File: src/rtl/irq_gate_pkg.sv
package irq_gate_pkg;
  typedef struct packed {
    logic takeMask;
    logic takeNmi;
  } gateStrobe_t;

  typedef enum logic [1:0] {
    SEQ_IDLE = 2'd0,
    SEQ_PSW  = 2'd1,
    SEQ_PC   = 2'd2,
    SEQ_JUMP = 2'd3
  } seqState_t;
endpackage

File: src/rtl/irq_gate_dp.sv
module irq_gate_dp
  import irq_gate_pkg::*;
#(
  parameter int NUM_SRC = 8,
  parameter int IDX_W = 3
) (
  input  logic               clk,
  input  logic               rstN,
  input  logic [NUM_SRC-1:0] reqFlags,
  input  logic [NUM_SRC-1:0] maskFlags,
  input  logic [NUM_SRC-1:0] prioHi,
  input  logic               ieFlag,
  input  gateStrobe_t        strobe,
  output logic               anyElig,
  output logic [IDX_W-1:0]   ackIdx,
  output logic [NUM_SRC-1:0] reqClr,
  output logic [IDX_W-1:0]   vecIdx,
  output logic               vecIsNmi
);
  logic [NUM_SRC-1:0] eligVec;
  logic [NUM_SRC-1:0] eligHiVec;
  logic [IDX_W-1:0]   hiIdx;
  logic [IDX_W-1:0]   loIdx;
  logic [IDX_W-1:0]   winIdx;

  assign eligVec   = reqFlags & ~maskFlags & {NUM_SRC{ieFlag}};
  assign eligHiVec = eligVec & prioHi;
  assign anyElig   = |eligVec;

  // lowest-index search inside each priority group
  always_comb begin
    hiIdx = '0;
    loIdx = '0;
    for (int i = NUM_SRC - 1; i >= 0; i--) begin
      if (eligHiVec[i]) hiIdx = IDX_W'(i);
      if (eligVec[i])   loIdx = IDX_W'(i);
    end
  end

  assign winIdx = (|eligHiVec) ? hiIdx : loIdx;
  assign ackIdx = strobe.takeMask ? winIdx : '0;

  genvar g;
  generate
    for (g = 0; g < NUM_SRC; g++) begin : gClr
      assign reqClr[g] = strobe.takeMask && (winIdx == IDX_W'(g));
    end
  endgenerate

  always_ff @(posedge clk or negedge rstN) begin
    if (!rstN) begin
      vecIdx   <= '0;
      vecIsNmi <= 1'b0;
    end else if (strobe.takeNmi) begin
      vecIdx   <= '0;
      vecIsNmi <= 1'b1;
    end else if (strobe.takeMask) begin
      vecIdx   <= winIdx;
      vecIsNmi <= 1'b0;
    end
  end

  AST_CLR_ONEHOT: assert property (@(posedge clk) disable iff (!rstN)
    $onehot0(reqClr));
  AST_CLR_ONLY_ELIGIBLE: assert property (@(posedge clk) disable iff (!rstN)
    (|reqClr) |-> ((reqClr & ~eligVec) == '0));
  AST_HIGH_GROUP_FIRST: assert property (@(posedge clk) disable iff (!rstN)
    ((|reqClr) && (|eligHiVec)) |-> (|(reqClr & prioHi)));
  AST_VEC_HELD: assert property (@(posedge clk) disable iff (!rstN)
    !(strobe.takeMask || strobe.takeNmi) |=> $stable(vecIdx) && $stable(vecIsNmi));
endmodule

File: src/rtl/irq_gate_ctl.sv
module irq_gate_ctl
  import irq_gate_pkg::*;
(
  input  logic        clk,
  input  logic        rstN,
  input  logic        instrDone,
  input  logic        isHoldClass,
  input  logic        isSwBreak,
  input  logic        nmiReq,
  input  logic        anyElig,
  output gateStrobe_t strobe,
  output logic        ackValid,
  output logic        ackIsNmi,
  output logic        ieClear,
  output logic        savePsw,
  output logic        savePc,
  output logic        vecJump
);
  seqState_t seqQ, seqD;
  logic      boundaryOk;

  assign boundaryOk      = instrDone && !isHoldClass && (seqQ == SEQ_IDLE);
  assign strobe.takeNmi  = boundaryOk && nmiReq;
  assign strobe.takeMask = boundaryOk && !nmiReq && !isSwBreak && anyElig;

  assign ackValid = strobe.takeNmi || strobe.takeMask;
  assign ackIsNmi = strobe.takeNmi;
  assign ieClear  = ackValid || (instrDone && isSwBreak);

  always_comb begin
    seqD = seqQ;
    unique case (seqQ)
      SEQ_IDLE: if (ackValid) seqD = SEQ_PSW;
      SEQ_PSW:  seqD = SEQ_PC;
      SEQ_PC:   seqD = SEQ_JUMP;
      SEQ_JUMP: seqD = SEQ_IDLE;
      default:  seqD = SEQ_IDLE;
    endcase
  end

  always_ff @(posedge clk or negedge rstN) begin
    if (!rstN) seqQ <= SEQ_IDLE;
    else       seqQ <= seqD;
  end

  assign savePsw = (seqQ == SEQ_PSW);
  assign savePc  = (seqQ == SEQ_PC);
  assign vecJump = (seqQ == SEQ_JUMP);

  AST_ACK_AT_BOUNDARY: assert property (@(posedge clk) disable iff (!rstN)
    ackValid |-> instrDone);
  AST_HOLD_BLOCKS: assert property (@(posedge clk) disable iff (!rstN)
    (instrDone && isHoldClass) |-> !ackValid);
  AST_BREAK_NO_MASKABLE: assert property (@(posedge clk) disable iff (!rstN)
    (instrDone && isSwBreak && ackValid) |-> ackIsNmi);
  AST_BREAK_CLEARS_IE: assert property (@(posedge clk) disable iff (!rstN)
    (instrDone && isSwBreak) |-> ieClear);
  AST_ENTRY_PSW: assert property (@(posedge clk) disable iff (!rstN)
    ackValid |=> savePsw);
  AST_ENTRY_PC: assert property (@(posedge clk) disable iff (!rstN)
    savePsw |=> savePc);
  AST_ENTRY_JUMP: assert property (@(posedge clk) disable iff (!rstN)
    savePc |=> vecJump);
  AST_NO_ACK_IN_ENTRY: assert property (@(posedge clk) disable iff (!rstN)
    (savePsw || savePc || vecJump) |-> !ackValid);
  AST_STEPS_EXCLUSIVE: assert property (@(posedge clk) disable iff (!rstN)
    $onehot0({savePsw, savePc, vecJump}));
endmodule

File: src/rtl/irq_accept_gate.sv
module irq_accept_gate
  import irq_gate_pkg::*;
#(
  parameter int NUM_SRC = 8,
  localparam int IDX_W = (NUM_SRC > 1) ? $clog2(NUM_SRC) : 1
) (
  input  logic               clk,
  input  logic               rstN,
  input  logic               instrDone,
  input  logic               isHoldClass,
  input  logic               isSwBreak,
  input  logic               ieFlag,
  input  logic               nmiReq,
  input  logic [NUM_SRC-1:0] reqFlags,
  input  logic [NUM_SRC-1:0] maskFlags,
  input  logic [NUM_SRC-1:0] prioHi,
  output logic               ackValid,
  output logic               ackIsNmi,
  output logic [IDX_W-1:0]   ackIdx,
  output logic               ieClear,
  output logic [NUM_SRC-1:0] reqClr,
  output logic               savePsw,
  output logic               savePc,
  output logic               vecJump,
  output logic [IDX_W-1:0]   vecIdx,
  output logic               vecIsNmi
);
  gateStrobe_t strobe;
  logic        anyElig;

  irq_gate_ctl u_ctl (
    .clk         (clk),
    .rstN        (rstN),
    .instrDone   (instrDone),
    .isHoldClass (isHoldClass),
    .isSwBreak   (isSwBreak),
    .nmiReq      (nmiReq),
    .anyElig     (anyElig),
    .strobe      (strobe),
    .ackValid    (ackValid),
    .ackIsNmi    (ackIsNmi),
    .ieClear     (ieClear),
    .savePsw     (savePsw),
    .savePc      (savePc),
    .vecJump     (vecJump)
  );

  irq_gate_dp #(
    .NUM_SRC (NUM_SRC),
    .IDX_W   (IDX_W)
  ) u_dp (
    .clk       (clk),
    .rstN      (rstN),
    .reqFlags  (reqFlags),
    .maskFlags (maskFlags),
    .prioHi    (prioHi),
    .ieFlag    (ieFlag),
    .strobe    (strobe),
    .anyElig   (anyElig),
    .ackIdx    (ackIdx),
    .reqClr    (reqClr),
    .vecIdx    (vecIdx),
    .vecIsNmi  (vecIsNmi)
  );
endmodule

File: config.mk
export PLATFORM = sky130hd
export DESIGN_NAME = irq_accept_gate
export DESIGN_NICKNAME = d
export VERILOG_FILES = /design/src/rtl/irq_gate_pkg.sv /design/src/rtl/irq_gate_dp.sv /design/src/rtl/irq_gate_ctl.sv /design/src/rtl/irq_accept_gate.sv
export SDC_FILE = /design/constraint.sdc
export NUM_CORES = 1
export LEC_CHECK = 0
export BUFFER_PORTS_ARGS = -buffer_cell sky130_fd_sc_hd__buf_2
export CAP_MARGIN = 10
export CORE_MARGIN = 2
export CORE_UTILIZATION = 45
export CTS_BUF_LIST = sky130_fd_sc_hd__clkbuf_2
export DETAILED_ROUTE_END_ITERATION = 7
export PLACE_DENSITY = 0.82
export SKIP_CTS_REPAIR_TIMING = 1
export SYNTH_ARGS = -nofsm -noshare
export SYNTH_HDL_FRONTEND = slang
export SYNTH_SLANG_ARGS = --single-unit
export TNS_END_PERCENT = 100
File: constraint.sdc
create_clock -name clk -period 2.2 [get_ports clk]
set_clock_uncertainty 0.2 [all_clocks]
set_input_delay 0 -clock clk [delete_from_list [all_inputs] [get_ports clk]]
set_output_delay 0 -clock clk [all_outputs]
set_load 0.01 [all_outputs]
======== After elaboration in Yosys (flattened, before gate mapping) ========
Index checks and enable logic that the tools add are counted.
word-level totals
  input bits .............................. 31
  register bits after elaboration ......... 6
  output and inout bits ................... 21
  logic and storage cells ................. 67
cells by class
  mux-type cells .......................... 24
  bitwise logic cells ..................... 4
  reduce and logical (&&, ||, !) cells .... 25
  equal/unequal tests ..................... 11
operators by type and width
  cell                                                  number
  two-way mux 3 bit                                     20
  bitwise AND 8 bit                                     3
  OR reduction 8 bit                                    2
  logical AND 1 bit                                     15
  equality test 3 bit (second input constant)           4
  NOT 8 bit                                             1
  one-hot mux 2 bit (4 select lines)                    1
  equality test 3 x 2 -> 1 bit (second input constant)  2
  equality test 2 bit (second input constant)           2
  equality test 3 x 1 -> 1 bit (second input constant)  1
  zero test 1 bit                                       3
  zero test 3 bit                                       1
  equality test 2 x 1 -> 1 bit (second input constant)  1
  zero test 2 bit                                       1
  logical OR 1 bit                                      2
  two-way mux 1 bit                                     2
  two-way mux 2 bit                                     1
  != test 2 x 1 -> 1 bit (second input constant)        1
  nonzero test 2 bit                                    1

======== Longest topological paths before layout ========
Gate-level depths: netlist (run 1).
  depth after elaboration ................. 15
  mapped depth ............................ 7
  gate-level depth less buffers ........... 6

======== Modules after synthesis ========
Synthesis (run 1) repeated with hierarchy kept, for this count alone.
second synthesis, totals
  cells, all modules ...................... 108
  area total of the unflattened synthesis .. 969.7 sq um
modules (own cells, without submodules)
  module        sequential area each (sq um)  cells an instance  instances  area each (sq um)
  irq_gate_dp   100.1                         83                 1          730.7
  irq_gate_ctl  50.0                          25                 1          239.0

======== Least setup slack after synthesis (run 1) ========
No wires, ideal clock.
  path kind ............................... reg2out
  from .................................... reg u_ctl.seqQ[0]
  to ...................................... out reqClr[7]
  cell stages (with the launch flop) ...... 7
  arrival time ............................ 1.882 ns
  required time ........................... 2.000 ns
  buffers on the path ..................... 0
  path slack .............................. 0.118 ns
  cell sequence ........................... dfrtp_1 inv_1 ha_1 nand3b_1 a2111oi_4 or3b_4 nor3_1
on the way
  longest elaborated chain between the ends .. 6
ends and longest elaborated chain
  element                         line                   text
  from (decl)                     irq_gate_ctl.sv:19     seqState_t seqQ, seqD;
  from (signal assigned)          irq_gate_ctl.sv:43     else seqQ <= seqD;
  zero test 2 bit                 irq_gate_ctl.sv:22     assign boundaryOk = instrDone && !isHoldClass && (seqQ == SEQ_IDLE);
  logical AND 1 bit               irq_gate_ctl.sv:22
  logical AND 1 bit (3 in a row)  irq_gate_ctl.sv:24     assign strobe.takeMask = boundaryOk && !nmiReq && !isSwBreak && anyElig;
  logical AND 1 bit               irq_gate_dp.sv:46      assign reqClr[g] = strobe.takeMask && (winIdx == IDX_W'(g));
  to (decl)                       irq_accept_gate.sv:21  output logic [NUM_SRC-1:0] reqClr,
Every way passes these cells.

======== Worst setup path in the final report (run 1) ========
  from .................................... reg u_ctl.seqQ[0]
  to ...................................... out reqClr[5]
The elaborated chain is that of the path after synthesis.

==> impl_metrics.yaml, run 1 <==
status:
  status: "finished, final reports clean"
timing:
  hold_viol_final: 0
  min_period_over_period_pct: 98.67
  slew_viol_final: 0
  fin_crit_ns: 2.171
  max-slew-margin-rel_pct: 71.23
  rsz0062_at_grt: "yes"
  worst_pin_slew_ns: 0.4315
  max_freq_mhz: 460.7
  finalSetupViolations: 0
  tns_ns: 0
place:
  gp_congestion: 0.8533
  hpwl_mm: 1.867
  numPortBuffers: 51
clock_network:
  insertion_delay_ns: 0.21
  cts_root_buf: "clkbuf_2"
  cts_buffer_depth: 2
  clk_pin_slew_ns: 0.06
  numCtsBuffers: 3
  clock-sinks: 6
  cts_htree_levels: 1
  cts_tree: "yes"
setup_path:
  worstSetupPathType: "register to output port"
  max_stage_delay_ns: 0.45
  critPathLaunchType: "register"
  worst-path-stages: 7
  endpoint: "reqClr[5]"
  end_kind: "output port"
  reg2reg_slack_ns: 0.22
  worstReg2RegEnd: "u_ctl.seqQ[1]"
  cp_num_buf_inv: 2
  cp_top_family: "simple AND/OR/NAND/NOR gates"
  r2r_cells: 7
  worst_path_max_delay_cell: "or3b_4"
  cp-startpoint: "u_ctl.seqQ[0]"
  worst-endpoint-arrival_ns: 1.97
  timing.rr.start: "u_ctl.seqQ[0]"
  crit_required_ns: 2.00
  critPathMaxFanout: 4
  crit_chain: "inv_2, ha_4, nand3b_1, a2111oi_4, or3b_4, nor3b_2, buf_2"
grt:
  overflow: 0
  grt_pass1_wl_mm: 3.643
  grt_usage_pct: 18.75
  antenna_found_initial: 0
  grt_pass1_vias: 895
  grt_max_degree: 15
logic_synthesis:
  netlist_instances: 94
  ys_ff_latch: 6
  avgSynthCellArea_um2: 9.437
  synth_xor_area_share_pct: 0
  ys_seq_area_share_pct: 16.93
  muxShareOfSynthArea_pct: 2.398
  yosysWarnings: 0
  synth_top_family_by_area: "simple AND/OR/NAND/NOR gates"
  syn_nets: 130
  synthSimpleGateAreaFrac_pct: 41.33
  synthAdderAreaFrac_pct: 7.052
  netlist_area_um2: 887.1
  synth_compound_area_share_pct: 27.64
  ys_types: 41
finish:
  final_cell_mix: "buf_2, nand4b_1, buf_4, a21oi_1, dfrtp_1"
  area_growth_pct: 43.44
  drive_gt1_share_pct: 54.19
  fin_nets: 193
  final_common_cell: "buf_2"
  final_util_pct: 66.91
  antenna_cells: 0
  fillers: 165
floorplan:
  start_util_pct: 46.64
  io-pin-count: 52
  core-area_um2: 1902
  design.die.area_um2: 2343
  rows: 16
  die_h_um: 48.40
  fp.dieW_um: 48.40
power_and_ir_drop:
  internal-power_uw: 452.9
  p_sw_share_pct: 40.72
  netSwitchingPower_uw: 311.2
  p_total_uw: 764.1
  comb_power_share_pct: 66.9
  seqPwrFrac_pct: 23.8
  power_frac_clock_pct: 9.3
  power_density_nw_per_um2: 600.5
  p_leak_nw: 0.6611
  ir_drop_v: 0.0006600
drt:
  remaining_drc_errors: 0
  routedWlPerCell_um: 12.47
  drt_pre_antenna_iters: 4
  wl_mm: 2.270
  drt-vias-per-instance: 5.165
  vias: 940
  drtIter0Drc: 23
  ant_nets: 0
job:
  drv_cap: 0
hold_path:
  hold_path.class: "input port to register"
-- registers in the layout (all words and copies together) (netlist names) --
signal / count
u_dp.vecIsNmi: 1
u_dp.vecIdx: 3
u_ctl.seqQ: 2
-- power by group through the flow --
stage               clock (mW)  sequential [mW]  combinational [mW]
floorplan                    0            0.195               0.239
global placement             0            0.179               0.396
detailed placement           0            0.183               0.413
CTS                     0.0758            0.181               0.418
global route            0.0772            0.185               0.562
finish                  0.0708            0.182               0.512
-- cell families after synthesis --
family                   after synthesis
flip-flops                             6
AO/OA/AOI/OAI                         25
AND/OR/NAND/NOR                       46
buffers and inverters                 10
adder cells (fa/ha/maj)                5
multiplexers                           2
-- how the worst min path moves through the flow --
stage                         start             end  slack [ns]  cells past startpoint
after global routing      isSwBreak  u_dp.vecIdx[2]         0.1                      4
final                     isSwBreak  u_dp.vecIdx[1]        0.06                      4
after CTS                      rstN  u_dp.vecIdx[2]       -0.61                      1
after floorplan                rstN   u_ctl.seqQ[0]       -0.50                      0
after detailed placement       rstN  u_dp.vecIdx[2]       -0.37                      1
after global placement         rstN   u_dp.vecIsNmi       -0.38                      1
-- per-layer routing --
| metal | vias up | GRT usage (%) | wire length (um) |
|---|---|---|---|
| li1 | 476 | - | - |
| met1 | 427 | 20.50 | 858 |
| met2 | 35 | 37.27 | 1251 |
| met3 | 2 | 1.852 | 139 |
| met4 | 0 | 6.190 | 21 |
| met5 | - | 0 | 0 |
-- stage by stage --
stage	cells	instance area (um^2)	hold slack, ns	worst slack [ns]
2_1_floorplan	94	887.1	-0.4956	0.1183
3_3_place_gp	172	1184	-0.3759	0.08710
3_5_place_dp	172	1184	-0.3731	0.005743
4_1_cts	175	1199	-0.6144	-0.1568
5_1_grt	182	1272	0.09526	-0.1006
6_report	182	1272	0.06207	0.02924
-- tightest hold or removal path: cells and delay by family --
kind,cells,cell delay (ns)
buffers and inverters,2,0.25
AO/OA/AOI/OAI,2,0.17
-- final cells by class --
cell class / instances / area, um^2 / area share (%)
sequential: 6 / 150.1 / 11.80
clock buffer: 3 / 15.01 / 1.180
tap: 27 / 33.78 / 2.655
multi-input combinational: 78 / 708.2 / 55.65
timing repair buffer: 61 / 339.1 / 26.65
inverter: 7 / 26.28 / 2.065
-- cell usage after synthesis (all sizes together) --
cell     count  area share, %
a2111oi      1            3.1
a21o         1           0.85
a21oi        6            3.4
a32oi        2            4.9
and2         1           0.71
and2b        2            1.7
and4         2            2.0
and4b        1            1.1
buf          1           0.85
clkbuf       2           0.85
dfrtp        6             17
ha           5            7.1
inv          7            3.0
mux2         1            1.3
mux2i        1            1.1
nand2        2           0.85
nand2b       4            2.8
nand3b       2            1.7
nand4        1            1.4
nand4b       8            8.6
nor2         5            2.4
nor2b        9            9.7
nor3         2            1.1
nor3b        4            4.5
o211ai       2            1.7
o21a         1           0.85
o21ai        7            3.9
o31ai        1           0.85
o41a         1            1.3
o41ai        3            6.8
or2          2            1.4
or3b         1            1.3
(Power assumes the default switching activity.)
==> inputs of run 2 (changes only) <==
--- a/config.mk
+++ b/config.mk
@@ -8,12 +8,14 @@
 export BUFFER_PORTS_ARGS = -buffer_cell sky130_fd_sc_hd__buf_2
 export CAP_MARGIN = 10
 export CORE_MARGIN = 2
-export CORE_UTILIZATION = 45
+export CORE_UTILIZATION = 42
 export CTS_BUF_LIST = sky130_fd_sc_hd__clkbuf_2
 export DETAILED_ROUTE_END_ITERATION = 7
-export PLACE_DENSITY = 0.82
+export PLACE_DENSITY = 0.79
 export SKIP_CTS_REPAIR_TIMING = 1
+export SLEW_MARGIN = 10
 export SYNTH_ARGS = -nofsm -noshare
 export SYNTH_HDL_FRONTEND = slang
+export SYNTH_HIERARCHICAL = 1
 export SYNTH_SLANG_ARGS = --single-unit
 export TNS_END_PERCENT = 100
==> constraint.sdc (replaced) <==
create_clock -name clk -period 1.74 [get_ports clk]
set_clock_uncertainty 0.2 [all_clocks]
set_input_delay 0 -clock clk [delete_from_list [all_inputs] [get_ports clk]]
set_output_delay 0 -clock clk [all_outputs]
set_load 0.01 [all_outputs]
==> impl_metrics.yaml, run 2 <==
timing:
  worst_slack_ns: -0.2523
  hold_viol_final: 0
  finalHoldWorstSlack_ns: 0.06217
  rsz0062_at_grt: "yes"
  min_period_over_period_pct: 114.5
  worst_pin_slew_ns: 0.4467
  fin_crit_ns: 1.992
  slew_viol_final: 0
  max_freq_mhz: 501.9
  finalSetupViolations: 9
  max-slew-margin-rel_pct: 69.83
finish:
  largest_reg_flops: 3
  drive_gt1_share_pct: 69.95
  fin_nets: 241
  area_growth_pct: 76.77
  final_util_pct: 78.24
  fin_cells: 231
  final_common_cell: "buf_2"
  top_regs: "u_dp/vecIdx: 3 flops, u_ctl/seqQ: 2 flops, u_dp/vecIsNmi: 1 flops"
  largest_register: "u_dp/vecIdx"
  final_cell_mix: "buf_2, buf_4, nor2_1, dfrtp_1, nand4b_2"
  antenna_cells: 0
logic_synthesis:
  synth.most_common_cell: "nor2_1"
  synth_top_area_share_pct: 15.48
  netlist_instances: 108
  netlist_area_um2: 969.7
  synth-edff-count: 0
  ys_types: 50
  synth_top_area_cell: "dfrtp_1"
  ys_seq_area_share_pct: 15.48
  synthArstFlopShare_pct: 100.0
  ys.flop_type: "dfrtp_1"
  yosys-top-cells-area: "dfrtp_1, nand4b_2, ha_1, nor2_1, nand2b_1"
  avgSynthCellArea_um2: 8.979
  ys_ff_latch: 6
  yosysWarnings: 6
  syn_nets: 144
  netlist_top_cells_count: "nor2_1, dfrtp_1, nand2_1, nand4b_2"
setup_path:
  worstReg2RegEnd: "u_ctl/seqQ[1]"
  cp-startpoint: "maskFlags[4]"
  critPathLaunchType: "input port"
  critPathMaxFanout: 4
  end_kind: "output port"
  worst-endpoint-arrival_ns: 1.79
  reg2reg_slack_ns: 0.09
  timing.rr.start: "u_ctl/seqQ[1]"
  worstSetupPathType: "input port to output port"
  r2r_cells: 6
  crit_required_ns: 1.54
  endpoint: "reqClr[4]"
clock_network:
  clk_pin_slew_ns: 0.05
  insertion_delay_ns: 0.21
  cts_tree: "yes"
  cts_buffer_depth: 2
  numCtsBuffers: 3
  clock-sinks: 6
  cts_htree_levels: 1
  cts_root_buf: "clkbuf_2"
hold_path:
  hp-start: "nmiReq"
  hold_path.class: "input port to register"
floorplan:
  die_h_um: 52.05
  fp.dieW_um: 52.05
  core-area_um2: 2191
  io-pin-count: 52
  start_util_pct: 44.26
  rows: 17
  design.die.area_um2: 2709
drt:
  remaining_drc_errors: 0
  ant_nets: 0
  wl_mm: 3.220
  drtIter0Drc: 8
  vias: 1210
  drt-vias-per-instance: 5.238
  drt_pre_antenna_iters: 4
  routedWlPerCell_um: 13.94
power_and_ir_drop:
  ir_drop_v: 0.0007963
  power_density_nw_per_um2: 712.6
  p_total_mw: 1.221
  p_leak_nw: 0.9106
grt:
  grt_pass1_vias: 1212
  antenna_found_initial: 0
  grt_pass1_wl_mm: 4.616
  overflow: 0
  grt_usage_pct: 22.57
  grt_max_degree: 7
place:
  dp.cells: 220
  numPortBuffers: 51
  hpwl_mm: 2.502
  gp_congestion: 0.8927
job:
  drv_cap: 0
status:
  status: "finished, violations left"
  violations: "setup timing"
[run 2: layout make-up]
class                           instances  area [um^2]
Fill cell                             157        476.7
Clock buffer                            3        15.01
Inverter                                6        22.52
Timing Repair Buffer                   95        606.8
Tap cell                               28        35.03
Multi-Input combinational cell         93        884.6
Sequential cell                         6        150.1
[run 2: worst min path at each step]
| stage | slack (ns) | end | cells past startpoint |
|---|---|---|---|
| global route | 0.08 | u_dp/vecIdx[1] | 5 |
| floorplan | -0.50 | u_ctl/seqQ[0] | 0 |
| finish | 0.06 | u_dp/vecIdx[1] | 5 |
| global placement | -0.38 | u_dp/vecIsNmi | 1 |
| CTS | -0.61 | u_dp/vecIdx[2] | 1 |
| detailed placement | -0.37 | u_ctl/seqQ[1] | 1 |
[run 2: worst max-delay path, stage by stage]
cell and delay [ns]:
buf_2 0.11, or2b_4 0.26, a41oi_2 0.20, nand3b_1 0.13
nand2b_1 0.11, nor3_4 0.22, inv_2 0.05, or2_4 0.27
a211oi_4 0.18, and2_4 0.17, buf_6 0.09
[run 2: stage by stage]
step | cell area [um^2] | TNS, ns | setup slack (ns)
3_5_place_dp | 1550 | -1.182 | -0.2182
3_3_place_gp | 1550 | -0.7733 | -0.1797
6_report | 1714 | -1.552 | -0.2523
5_1_grt | 1714 | -2.573 | -0.3535
2_1_floorplan | 1020 | -0.4813 | -0.1389
4_1_cts | 1565 | -2.205 | -0.3687
[run 2: per-layer routing]
metal / global-route usage (%) / share of wire [%] / vias to the layer above
met4: 13.16 / 1.0 / 0
met1: 22.30 / 38 / 573
li1: - / - / 595
met2: 43.46 / 56 / 37
met5: 0 / 0 / -
met3: 3.448 / 5.0 / 5
[run 2: cell families (layout without fill, tap and decap cells)]
family	count (synthesis)	count (layout)	share of synthesized area, %
DFF	6	6	15.48
adders and majority gates	5	5	6.452
muxes	2	2	2.580
and+or+nand+nor	59	59	47.23
buffers and inverters	9	104	5.419
AOI/OAI and AO/OA	27	27	22.84
[run 2: report_power, final]
part | switching (mW) | leakage [nW] | internal, mW
clock | 0.0449 | 0.0125 | 0.0465
sequential | 0.0377 | 0.0741 | 0.205
combinational | 0.402 | 0.824 | 0.486
total | 0.484 | 0.911 | 0.737
